`src/rtl/stack_regfile_pkg.sv`:
```
package stack_regfile_pkg;

  typedef enum logic [2:0] {
    OP_NOP     = 3'd0,
    OP_PUSH    = 3'd1,
    OP_POP     = 3'd2,
    OP_ADD_MEM = 3'd3,
    OP_ADD_REL = 3'd4,
    OP_ADD_POP = 3'd5
  } op_e;

  // decoded intent of one operation
  typedef struct packed {
    logic push;    // pointer moves down, entry written at new top
    logic pop;     // pointer moves up after any write
    logic wr;      // one entry is written this cycle
    logic load;    // written value is the operand bus, not the sum
    logic b_mem;   // second adder operand is the operand bus
    logic ovf;     // push on full stack
    logic unf;     // entry needed but absent
  } ctl_t;

endpackage

```
`src/rtl/stack_regfile_decode.sv`:
```
module stack_regfile_decode
  import stack_regfile_pkg::*;
#(
  parameter int DEPTH = 8,
  localparam int IDX_W = $clog2(DEPTH),
  localparam int CNT_W = $clog2(DEPTH + 1)
) (
  input  logic [2:0]       op_i,
  input  logic [IDX_W-1:0] rel_i,
  input  logic             wb_sel_i,
  input  logic [CNT_W-1:0] count_i,
  output ctl_t             ctl_o,
  output logic [IDX_W-1:0] dst_rel_o,
  output logic [IDX_W-1:0] b_rel_o
);

  logic [CNT_W-1:0] rel_w;
  logic             is_full;
  logic             is_empty;

  assign rel_w    = CNT_W'(rel_i);
  assign is_full  = (count_i == CNT_W'(DEPTH));
  assign is_empty = (count_i == '0);

  always_comb begin
    ctl_o     = '0;
    dst_rel_o = '0;
    b_rel_o   = rel_i;
    case (op_i)
      OP_PUSH: begin
        if (is_full) ctl_o.ovf = 1'b1;
        else begin
          ctl_o.push = 1'b1;
          ctl_o.wr   = 1'b1;
          ctl_o.load = 1'b1;
        end
      end
      OP_POP: begin
        if (is_empty) ctl_o.unf = 1'b1;
        else          ctl_o.pop = 1'b1;
      end
      OP_ADD_MEM: begin
        if (is_empty) ctl_o.unf = 1'b1;
        else begin
          ctl_o.wr    = 1'b1;
          ctl_o.b_mem = 1'b1;
        end
      end
      OP_ADD_REL: begin
        if (count_i <= rel_w) ctl_o.unf = 1'b1;
        else begin
          ctl_o.wr  = 1'b1;
          dst_rel_o = wb_sel_i ? rel_i : '0;
        end
      end
      OP_ADD_POP: begin
        b_rel_o = IDX_W'(1);
        if (count_i < CNT_W'(2)) ctl_o.unf = 1'b1;
        else begin
          ctl_o.wr  = 1'b1;
          ctl_o.pop = 1'b1;
          dst_rel_o = IDX_W'(1);
        end
      end
      default: ctl_o = '0;
    endcase
  end

endmodule

```
`src/rtl/stack_regfile_pointer.sv`:
```
module stack_regfile_pointer #(
  parameter int DEPTH = 8,
  localparam int IDX_W = $clog2(DEPTH),
  localparam int CNT_W = $clog2(DEPTH + 1)
) (
  input  logic             clk,
  input  logic             rst_n,
  input  logic             push_i,
  input  logic             pop_i,
  input  logic             ovf_ev_i,
  input  logic             unf_ev_i,
  output logic [IDX_W-1:0] ptr_o,
  output logic [CNT_W-1:0] count_o,
  output logic             ovf_o,
  output logic             unf_o
);

  always_ff @(posedge clk) begin
    if (!rst_n) begin
      ptr_o   <= '0;
      count_o <= '0;
      ovf_o   <= 1'b0;
      unf_o   <= 1'b0;
    end else begin
      ovf_o <= ovf_ev_i;
      unf_o <= unf_ev_i;
      if (push_i) begin
        ptr_o   <= ptr_o - IDX_W'(1);
        count_o <= count_o + CNT_W'(1);
      end else if (pop_i) begin
        ptr_o   <= ptr_o + IDX_W'(1);
        count_o <= count_o - CNT_W'(1);
      end
    end
  end

endmodule

```
`src/rtl/stack_regfile_bank.sv`:
```
module stack_regfile_bank #(
  parameter int WIDTH = 80,
  parameter int DEPTH = 8,
  localparam int IDX_W = $clog2(DEPTH)
) (
  input  logic             clk,
  input  logic             rst_n,
  input  logic [IDX_W-1:0] rd_a_idx_i,
  input  logic [IDX_W-1:0] rd_b_idx_i,
  input  logic             wr_en_i,
  input  logic [IDX_W-1:0] wr_idx_i,
  input  logic [WIDTH-1:0] wr_data_i,
  output logic [WIDTH-1:0] rd_a_o,
  output logic [WIDTH-1:0] rd_b_o
);

  logic [WIDTH-1:0] entry [DEPTH];

  for (genvar g = 0; g < DEPTH; g++) begin : g_entry
    always_ff @(posedge clk) begin
      if (!rst_n)
        entry[g] <= '0;
      else if (wr_en_i && (wr_idx_i == IDX_W'(g)))
        entry[g] <= wr_data_i;
    end
  end

  assign rd_a_o = entry[rd_a_idx_i];
  assign rd_b_o = entry[rd_b_idx_i];

endmodule

```
`src/rtl/stack_regfile.sv`:
```
module stack_regfile
  import stack_regfile_pkg::*;
#(
  parameter int WIDTH = 80,
  parameter int DEPTH = 8,
  localparam int IDX_W = $clog2(DEPTH),
  localparam int CNT_W = $clog2(DEPTH + 1)
) (
  input  logic             clk,
  input  logic             rst_n,
  input  logic [2:0]       op_i,
  input  logic [IDX_W-1:0] rel_i,
  input  logic             wb_sel_i,
  input  logic [WIDTH-1:0] mem_i,
  output logic [WIDTH-1:0] top_o,
  output logic             ovf_o,
  output logic             unf_o
);

  // integer sum that discards the carry out of the top bit
  function automatic logic [WIDTH-1:0] wrap_add(input logic [WIDTH-1:0] a,
                                                input logic [WIDTH-1:0] b);
    return a + b;
  endfunction

  // relative slot to physical entry, modulo the power-of-two depth
  function automatic logic [IDX_W-1:0] to_phys(input logic [IDX_W-1:0] top,
                                               input logic [IDX_W-1:0] rel);
    return top + rel;
  endfunction

  // named internal events, visible to the bound checker
  ctl_t             ctl;
  logic [IDX_W-1:0] dst_rel;
  logic [IDX_W-1:0] b_rel;
  logic [IDX_W-1:0] ptr;
  logic [CNT_W-1:0] count;
  logic             push_ev;
  logic             pop_ev;
  logic             ovf_ev;
  logic             unf_ev;
  logic [IDX_W-1:0] b_idx;
  logic [IDX_W-1:0] wr_idx;
  logic [WIDTH-1:0] opnd_a;
  logic [WIDTH-1:0] slot_b;
  logic [WIDTH-1:0] opnd_b;
  logic [WIDTH-1:0] sum;
  logic [WIDTH-1:0] wr_data;

  stack_regfile_decode #(.DEPTH(DEPTH)) u_decode (
    .op_i     (op_i),
    .rel_i    (rel_i),
    .wb_sel_i (wb_sel_i),
    .count_i  (count),
    .ctl_o    (ctl),
    .dst_rel_o(dst_rel),
    .b_rel_o  (b_rel)
  );

  assign push_ev = ctl.push;
  assign pop_ev  = ctl.pop;
  assign ovf_ev  = ctl.ovf;
  assign unf_ev  = ctl.unf;

  stack_regfile_pointer #(.DEPTH(DEPTH)) u_pointer (
    .clk     (clk),
    .rst_n   (rst_n),
    .push_i  (push_ev),
    .pop_i   (pop_ev),
    .ovf_ev_i(ovf_ev),
    .unf_ev_i(unf_ev),
    .ptr_o   (ptr),
    .count_o (count),
    .ovf_o   (ovf_o),
    .unf_o   (unf_o)
  );

  assign b_idx   = to_phys(ptr, b_rel);
  assign wr_idx  = ctl.push ? (ptr - IDX_W'(1)) : to_phys(ptr, dst_rel);
  assign opnd_b  = ctl.b_mem ? mem_i : slot_b;
  assign sum     = wrap_add(opnd_a, opnd_b);
  assign wr_data = ctl.load ? mem_i : sum;

  stack_regfile_bank #(.WIDTH(WIDTH), .DEPTH(DEPTH)) u_bank (
    .clk       (clk),
    .rst_n     (rst_n),
    .rd_a_idx_i(ptr),
    .rd_b_idx_i(b_idx),
    .wr_en_i   (ctl.wr),
    .wr_idx_i  (wr_idx),
    .wr_data_i (wr_data),
    .rd_a_o    (opnd_a),
    .rd_b_o    (slot_b)
  );

  assign top_o = opnd_a;

endmodule

```
`config.mk`:
```
export PLATFORM = sky130hd
export DESIGN_NAME = stack_regfile
export DESIGN_NICKNAME = d
export VERILOG_FILES = /design/src/rtl/stack_regfile_pkg.sv /design/src/rtl/stack_regfile_decode.sv /design/src/rtl/stack_regfile_pointer.sv /design/src/rtl/stack_regfile_bank.sv /design/src/rtl/stack_regfile.sv
export SDC_FILE = /design/constraint.sdc
export NUM_CORES = 1
export LEC_CHECK = 0
export ABC_AREA = 0
export ABC_CLOCK_PERIOD_IN_PS = 9500
export BUFFER_PORTS_ARGS = -buffer_cell sky130_fd_sc_hd__buf_2
export CORE_MARGIN = 2
export CORE_UTILIZATION = 45
export CTS_BUF_LIST = sky130_fd_sc_hd__clkbuf_4
export DETAILED_ROUTE_END_ITERATION = 10
export SLEW_MARGIN = 5
export SYNTH_ARGS = -nofsm -noshare
export SYNTH_HDL_FRONTEND = slang
export SYNTH_HIERARCHICAL = 1
export SYNTH_SLANG_ARGS = --single-unit
export TNS_END_PERCENT = 5
```
`constraint.sdc`:
```
create_clock -name clk -period 9.5 [get_ports clk]
set_clock_uncertainty 0.1 [all_clocks]
set_input_delay 0.475 -clock clk [delete_from_list [all_inputs] [get_ports clk]]
set_output_delay 0.475 -clock clk [all_outputs]
set_load 0.005 [all_outputs]
```
==> parameters.txt, run 1 <==
Parameter                              Value

Global route
  Total global routing track utilization ... 0.2695
  Via count of the first global-routing pass ... 31282
  Maximum number of pins on one net before global-route repair ... 215
  Global-route wire length before repair ... 189200 um
  Antenna violations before repair ... 5
  Global route overflow ... 0

Route
  Average wire per cell in the routed design ... 26.75 um
  Total DRC errors in the routed layout ... 0
  Drt first-iter violations ... 2781
  Detailed Route WL ... 125200 um
  Detailed-routing iteration count for the pre-antenna-repair pass ... 6
  Total via count in the routed design ... 29816
  Antenna-violating nets left ... 0
  Post-DR vias/cell ... 6.371

Timing
  Number of hold-slack violations in the final timing report ... 0
  Max Clock Freq ... 126.4 MHz
  Total Negative Setup Slacks ... 0 ns
  Final worst path period share ... 0.8325
  Slew headroom ... 0.1482
  Max-slew violation total from the final report ... 0
  Tightest Pin Transition ... 1.273 ns
  Number of setup violations in the final report ... 0
  Tmin final ... 7.909 ns
  Unrepaired setup endpoints after global routing ... no

Worst hold path
  Hold-critical path depth ... 4
  Tightest Hold Check Type ... primary input to flip-flop

Setup path
  Reg2reg path depth ... 22
  Data arrival, critical path ... 8.63 ns
  Kind of end point of the critical path ... flip-flop
  Type of element launching the critical path ... flip-flop
  Worst EP required ... 10.22 ns
  Crit path kind ... flip-flop to flip-flop
  Worst-path fanout max ... 111

Power and ir drop
  Maximum resistive drop on vdd ... 0.2173 mV
  Leakage power ... 15.41 nW
  Pwr dens ... 283.7 mW/mm^2
  Final Power ... 12.83 mW

Cells and area
  Final non-filler cell total ... 4680
  Synthesis-to-layout area growth ... 11.73%
  Layout cells sized above 1 ... 0.3188
  Post-route design area ... 0.04523 mm^2
  Post-layout nets ... 3547

Yosys
  Mean post-synth cell area ... 12.75 um^2
  Commonest cells post-synth ... nor3_1 (658), edfxtp_1 (640), mux4_2 (320)
  Synthesized instance count ... 3176
  Number of synthesized flops with an enable pin ... 640
  Cell type with the largest total area after synthesis ... edfxtp_1
  Number of distinct library cell variants in the gate-level netlist after synthesis ... 96
  Top cells by area in the synthesized netlist ... edfxtp_1 (47%), mux4_2 (18%), nor3_1 (8.1%)
  Fraction of post-synthesis cell area in the top cell type by area ... 0.4748
  Most common cell in the synthesized netlist ... nor3_1
  Flip-flop and latch count after synthesis ... 649
  Top_reg_cell synth ... edfxtp_1
  Post-Syn Area ... 0.04048 mm^2
  Total of warnings raised by yosys ... 6
  Synth async-reset ratio ... 0
  Post-synthesis net count ... 3357
  Share of the yosys chip area belonging to registers ... 0.4792

Die
  Vertical die dimension ... 303.9 um
  Core Box Area ... 0.08960 mm^2
  Count of standard-cell rows ... 110
  Die width ... 303.9 um
  Die Footprint ... 0.09237 mm^2
  Starting utilization of the core area ... 0.4518
  Count of pins on the block boundary ... 171

Place
  Routability congestion estimate ... 0.9237
  PortBufs ... 170
  Half-perimeter wire length after placement ... 73630 um
  Post-Place Cell Area ... 0.04217 mm^2
  Placed cell count ... 4281

Clock tree
  Number of hold buffers added after cts ... 85
  Number of setup buffers added after CTS ... 0
  Resize count post-CTS ... 0
  Number of sinks handled by clock tree synthesis ... 649
  Clock tree from TritonCTS ... yes
  Number of buffers inserted during clock tree synthesis ... 174
  Clock Latency Late Sink ... 1.07 ns
  Maximum buffer depth of the clock tree ... 3
  Clock slew at reported path FFs ... 0.06 ns
  Number of levels in the clock H-tree ... 4
  Clk Tree Root Cell ... clkbuf_4

Job
  Max cap viols ... 0

Outcome
  Run status ... completed
## cell usage in the layout (no fill, tap or decap), drive strengths merged, types with 28 or more instances in the layout
cell type / instances
a21o: 33
a21oi: 103
buf: 215
clkbuf: 251
clkinv: 125
dlygate4sd3: 85
edfxtp: 640
ha: 87
inv: 54
mux2: 241
mux4: 320
nand2: 157
nand4: 28
nor2: 60
nor3: 658
o21ai: 143
xnor2: 56
## per-layer routing
layer  wire length [um]  track usage
met4               4786       0.1121
met3               9282      0.04847
met1              49450       0.3424
met2              61660       0.4558
met5                 13            0
## flip-flops by register name, summed over array words and instances (netlist names)
register	flops
u_bank/entry	640
u_pointer/count_o	4
u_pointer/ptr_o	3
u_pointer/ovf_o	1
u_pointer/unf_o	1
## power breakdown
part           leakage (nW)  switching, mW  internal, mW  total (mW)
clock                  1.29           1.21          1.27        2.48
combinational          7.42           4.38          2.38        6.76
sequential             6.70          0.156          3.43        3.59
## layout make-up
cell class | count | area [um^2]
repair buffers | 300 | 2202
well taps | 1176 | 1471
diodes | 6 | 15.01
fillers | 7793 | 44370
clock buffers | 251 | 1884
flip-flops and latches | 649 | 19410
inverters | 131 | 494.2
multi-input cells | 2110 | 19440
clock inverters | 57 | 310.3
## final timing paths
check                             from                   end  slack, ns
setup / recovery    u_pointer/ptr_o[1]   u_bank/entry[1][75]       1.59
hold / removal               mem_i[66]   u_bank/entry[2][66]       0.14
setup reg to reg    u_pointer/ptr_o[1]   u_bank/entry[1][75]       1.59
hold reg to reg   u_pointer/count_o[1]  u_pointer/count_o[1]       0.48
## logic make-up (layout without fill, tap and decap cells)
| logic type | Yosys count | count (layout) | share of synthesized area |
|---|---|---|---|
| simple gates | 978 | 978 | 0.1196 |
| flops | 649 | 649 | 0.4792 |
| mux | 563 | 563 | 0.2456 |
| buf+inv | 417 | 739 | 0.04439 |
| compound gates | 395 | 395 | 0.06417 |
| fa+ha+maj | 92 | 92 | 0.02936 |
| xor+xnor | 82 | 82 | 0.01774 |
| other cells | 0 | 6 | 0 |
## per-stage QoR
step           hold WS, ns    util  setup WS (ns)
2_1_floorplan       0.4207       -        0.01799
3_3_place_gp        0.4604  0.4706          1.814
3_5_place_dp        0.4731  0.4706          1.684
4_1_cts            0.01647  0.5046          1.721
5_1_grt            0.04506  0.5048          1.377
6_report            0.1356  0.5048          1.591
## critical path, cell delays in order (launching register included)
cell      delay (ns)
dfxtp_4         0.90
inv_1           0.23
fa_1            0.45
xor2_1          0.32
xnor2_2         0.20
buf_12          0.61
mux4_2          0.42
mux2_2          0.28
mux2_2          0.27
ha_1            0.35
a21oi_1         0.25
o211ai_2        0.13
nand4_1         0.12
nand3_1         0.25
a31oi_4         0.39
nor4_4          0.11
a211oi_1        1.03
o31a_1          0.26
o21ai_1         0.09
xnor2_1         0.14
o21ai_0         0.18
clkinv_1        0.26
nor3_1          0.26
Power figures use the tool's default switching activity.
==> run 2, diff against run 1 <==
Settings changed: ABC_CLOCK_PERIOD_IN_PS 9500 to 7200.
Clock period 9.5 ns to 7.2 ns, I/O delays scaled along.
==> parameters.txt, run 2 (synthesis results as in run 1) <==
Parameter                              Value

Timing
  Number of setup violations in the final report ... 0
  Tightest Pin Transition ... 1.212 ns
  Final worst path period share ... 0.9429
  Max-slew violation total from the final report ... 0
  Hold slack ... 0.3444 ns
  Max Clock Freq ... 147.3 MHz
  Unrepaired setup endpoints after global routing ... no
  Number of hold-slack violations in the final timing report ... 0
  Slew headroom ... 0.1918
  Total Negative Setup Slacks ... 0 ns
  Tmin final ... 6.789 ns

Place
  Routability congestion estimate ... 0.8857
  Placed cell count ... 4341
  Half-perimeter wire length after placement ... 72720 um
  PortBufs ... 170
  Post-Place Cell Area ... 0.04277 mm^2

Worst hold path
  End point of the worst hold path ... u_pointer/ptr_o[1]
  Worst Min Path Start ... rst_n
  Tightest Hold Check Type ... primary input to flip-flop
  Hold-critical path depth ... 3

Route
  Antenna-violating nets left ... 0
  Total DRC errors in the routed layout ... 0
  Total via count in the routed design ... 29853
  Detailed-routing iteration count for the pre-antenna-repair pass ... 7
  Average wire per cell in the routed design ... 26.25 um
  Detailed Route WL ... 123900 um
  Post-DR vias/cell ... 6.325
  Drt first-iter violations ... 2826

Global route
  Grt peak-use layer ... met2
  Met1 track demand over resource in global routing ... 0.3443
  Met3 GRT Util ... 0.04471
  Total global routing track utilization ... 0.2682
  Antenna violations before repair ... 3
  Global route overflow ... 0
  Global-route wire length before repair ... 189100 um
  Via count of the first global-routing pass ... 31709
  GR met2 Demand/Resource ... 0.4548
  Maximum number of pins on one net before global-route repair ... 176

Cells and area
  Post-route design area ... 0.04581 mm^2
  Number of flip-flops under the largest register name ... 640
  Most common cell after layout, fill and taps aside ... nor3_1
  Multi-input gate area ... 0.01945 mm^2
  Combined flip-flop and latch cell area ... 0.01941 mm^2
  Top register by number of flip-flops ... u_bank/entry
  Largest registers ranked by flip-flop count ... u_bank/entry x640, u_pointer/count_o x4, u_pointer/ptr_o x3
  Final non-filler cell total ... 4720
  Post-layout nets ... 3606
  Synthesis-to-layout area growth ... 13.15%
  Layout cells sized above 1 ... 0.3267
  Number of inserted filler cells in the final layout ... 7728
  Most frequent cells in the layout ... nor3_1 (657), edfxtp_1 (640), mux4_2 (320)

Clock tree
  Number of buffers inserted during clock tree synthesis ... 169
  Number of sinks handled by clock tree synthesis ... 649
  Clock Latency Late Sink ... 1.08 ns
  Clock slew at reported path FFs ... 0.06 ns
  Clock tree from TritonCTS ... yes
  Number of levels in the clock H-tree ... 4
  Clk Tree Root Cell ... clkbuf_4
  Maximum buffer depth of the clock tree ... 3

Setup path
  Type of element launching the critical path ... primary input
  Worst-path fanout max ... 30
  Worst EP required ... 7.95 ns
  Crit path kind ... primary input to flip-flop
  Reg2reg path depth ... 17
  Kind of end point of the critical path ... flip-flop
  Startpoint of the worst-slack reg-to-reg timing path ... u_pointer/ptr_o[0]
  Endpoint of the worst-slack reg-to-reg timing path ... u_bank/entry[5][74]
  Reg-to-reg setup timing slack ... 0.54 ns
  Data arrival, critical path ... 7.54 ns

Die
  Vertical die dimension ... 303.9 um
  Die width ... 303.9 um
  Count of standard-cell rows ... 110
  Core Box Area ... 0.08960 mm^2
  Starting utilization of the core area ... 0.4518
  Die Footprint ... 0.09237 mm^2
  Count of pins on the block boundary ... 171

Power and ir drop
  Maximum resistive drop on vdd ... 0.2386 mV
  Pwr dens ... 372.4 mW/mm^2
  Leakage power ... 15.74 nW
  Final Power ... 17.06 mW

Job
  Max cap viols ... 0

Outcome
  Run status ... completed
## run 2: changes by cell type in the layout (fill, tap and decap cells not counted), sizes merged, moves of 4 or more
cell / previous run / this run
clkinvlp: 7 / 2
buf: 215 / 275
dlygate4sd3: 85 / 89
clkbuf: 251 / 233
## run 2: worst max-delay path, stage by stage
cell and delay [ns]:
dlygate4sd3_1 0.52, buf_2 0.15, and2b_2 0.26, nand2_1 0.10
nand2_1 0.13, ha_4 0.13, inv_1 0.04, fa_1 0.37
xor2_1 0.20, xnor2_4 0.41, buf_12 0.29, mux4_2 0.34
mux2_2 0.27, mux2_2 0.27, ha_1 0.35, a21oi_1 0.34
o21ai_1 0.19, a211o_1 0.33, nor4_4 0.26, a21oi_2 0.16
a221oi_4 0.54, o21ba_2 0.28, o21ai_1 0.13, xnor2_1 0.15
o21ai_0 0.30, clkinv_1 0.32, nor3_1 0.28
## run 2: worst max path at each step
stage	startpoint	endpoint	slack [ns]
after floorplan	rel_i[2]	u_bank/entry[1][0]	-2.01
after global routing	op_i[1]	u_bank/entry[7][74]	0.08
final	op_i[1]	u_bank/entry[5][74]	0.41
after detailed placement	op_i[1]	u_bank/entry[5][74]	-0.10
after CTS	u_pointer/ptr_o[0]	u_bank/entry[5][74]	0.31
after global placement	op_i[1]	u_bank/entry[2][74]	-0.05
## run 2: final cells by class
cell class	instances	area share
Antenna cell	3	0.0001639
Multi-Input combinational cell	2110	0.4247
Timing Repair Buffer	364	0.06214
Inverter	131	0.01079
Clock inverter	54	0.008140
Sequential cell	649	0.4237
Tap cell	1176	0.03212
Clock buffer	233	0.03819
## run 2: stage by stage
| step | util | worst slack, ns |
|---|---|---|
| after floorplan | - | -2.013 |
| after global placement | 0.4774 | -0.05101 |
| after detailed placement | 0.4774 | -0.1034 |
| after CTS | 0.5110 | 0.3133 |
| after global routing | 0.5112 | 0.08389 |
| final | 0.5112 | 0.4114 |
## run 2: repair_timing
action | in CTS | in global routing
hold buffers | 89 | 0
gates resized for setup | 0 | 2
endpoints found under the setup margin | 0 | 17
hold endpoints to repair | 649 | 0
setup buffers | 0 | 0
## run 2: metal layers
layer / part of all wire / vias up
met2: 0.50 / 1396
met1: 0.39 / 15080
met3: 0.078 / 260
met5: 0 / -
met4: 0.032 / 0
li1: - / 13117
## run 2: report_power, final
group | internal, mW | switching (mW)
clock network | 1.67 | 1.56
logic | 3.34 | 5.81
registers | 4.53 | 0.152
total | 9.54 | 7.52
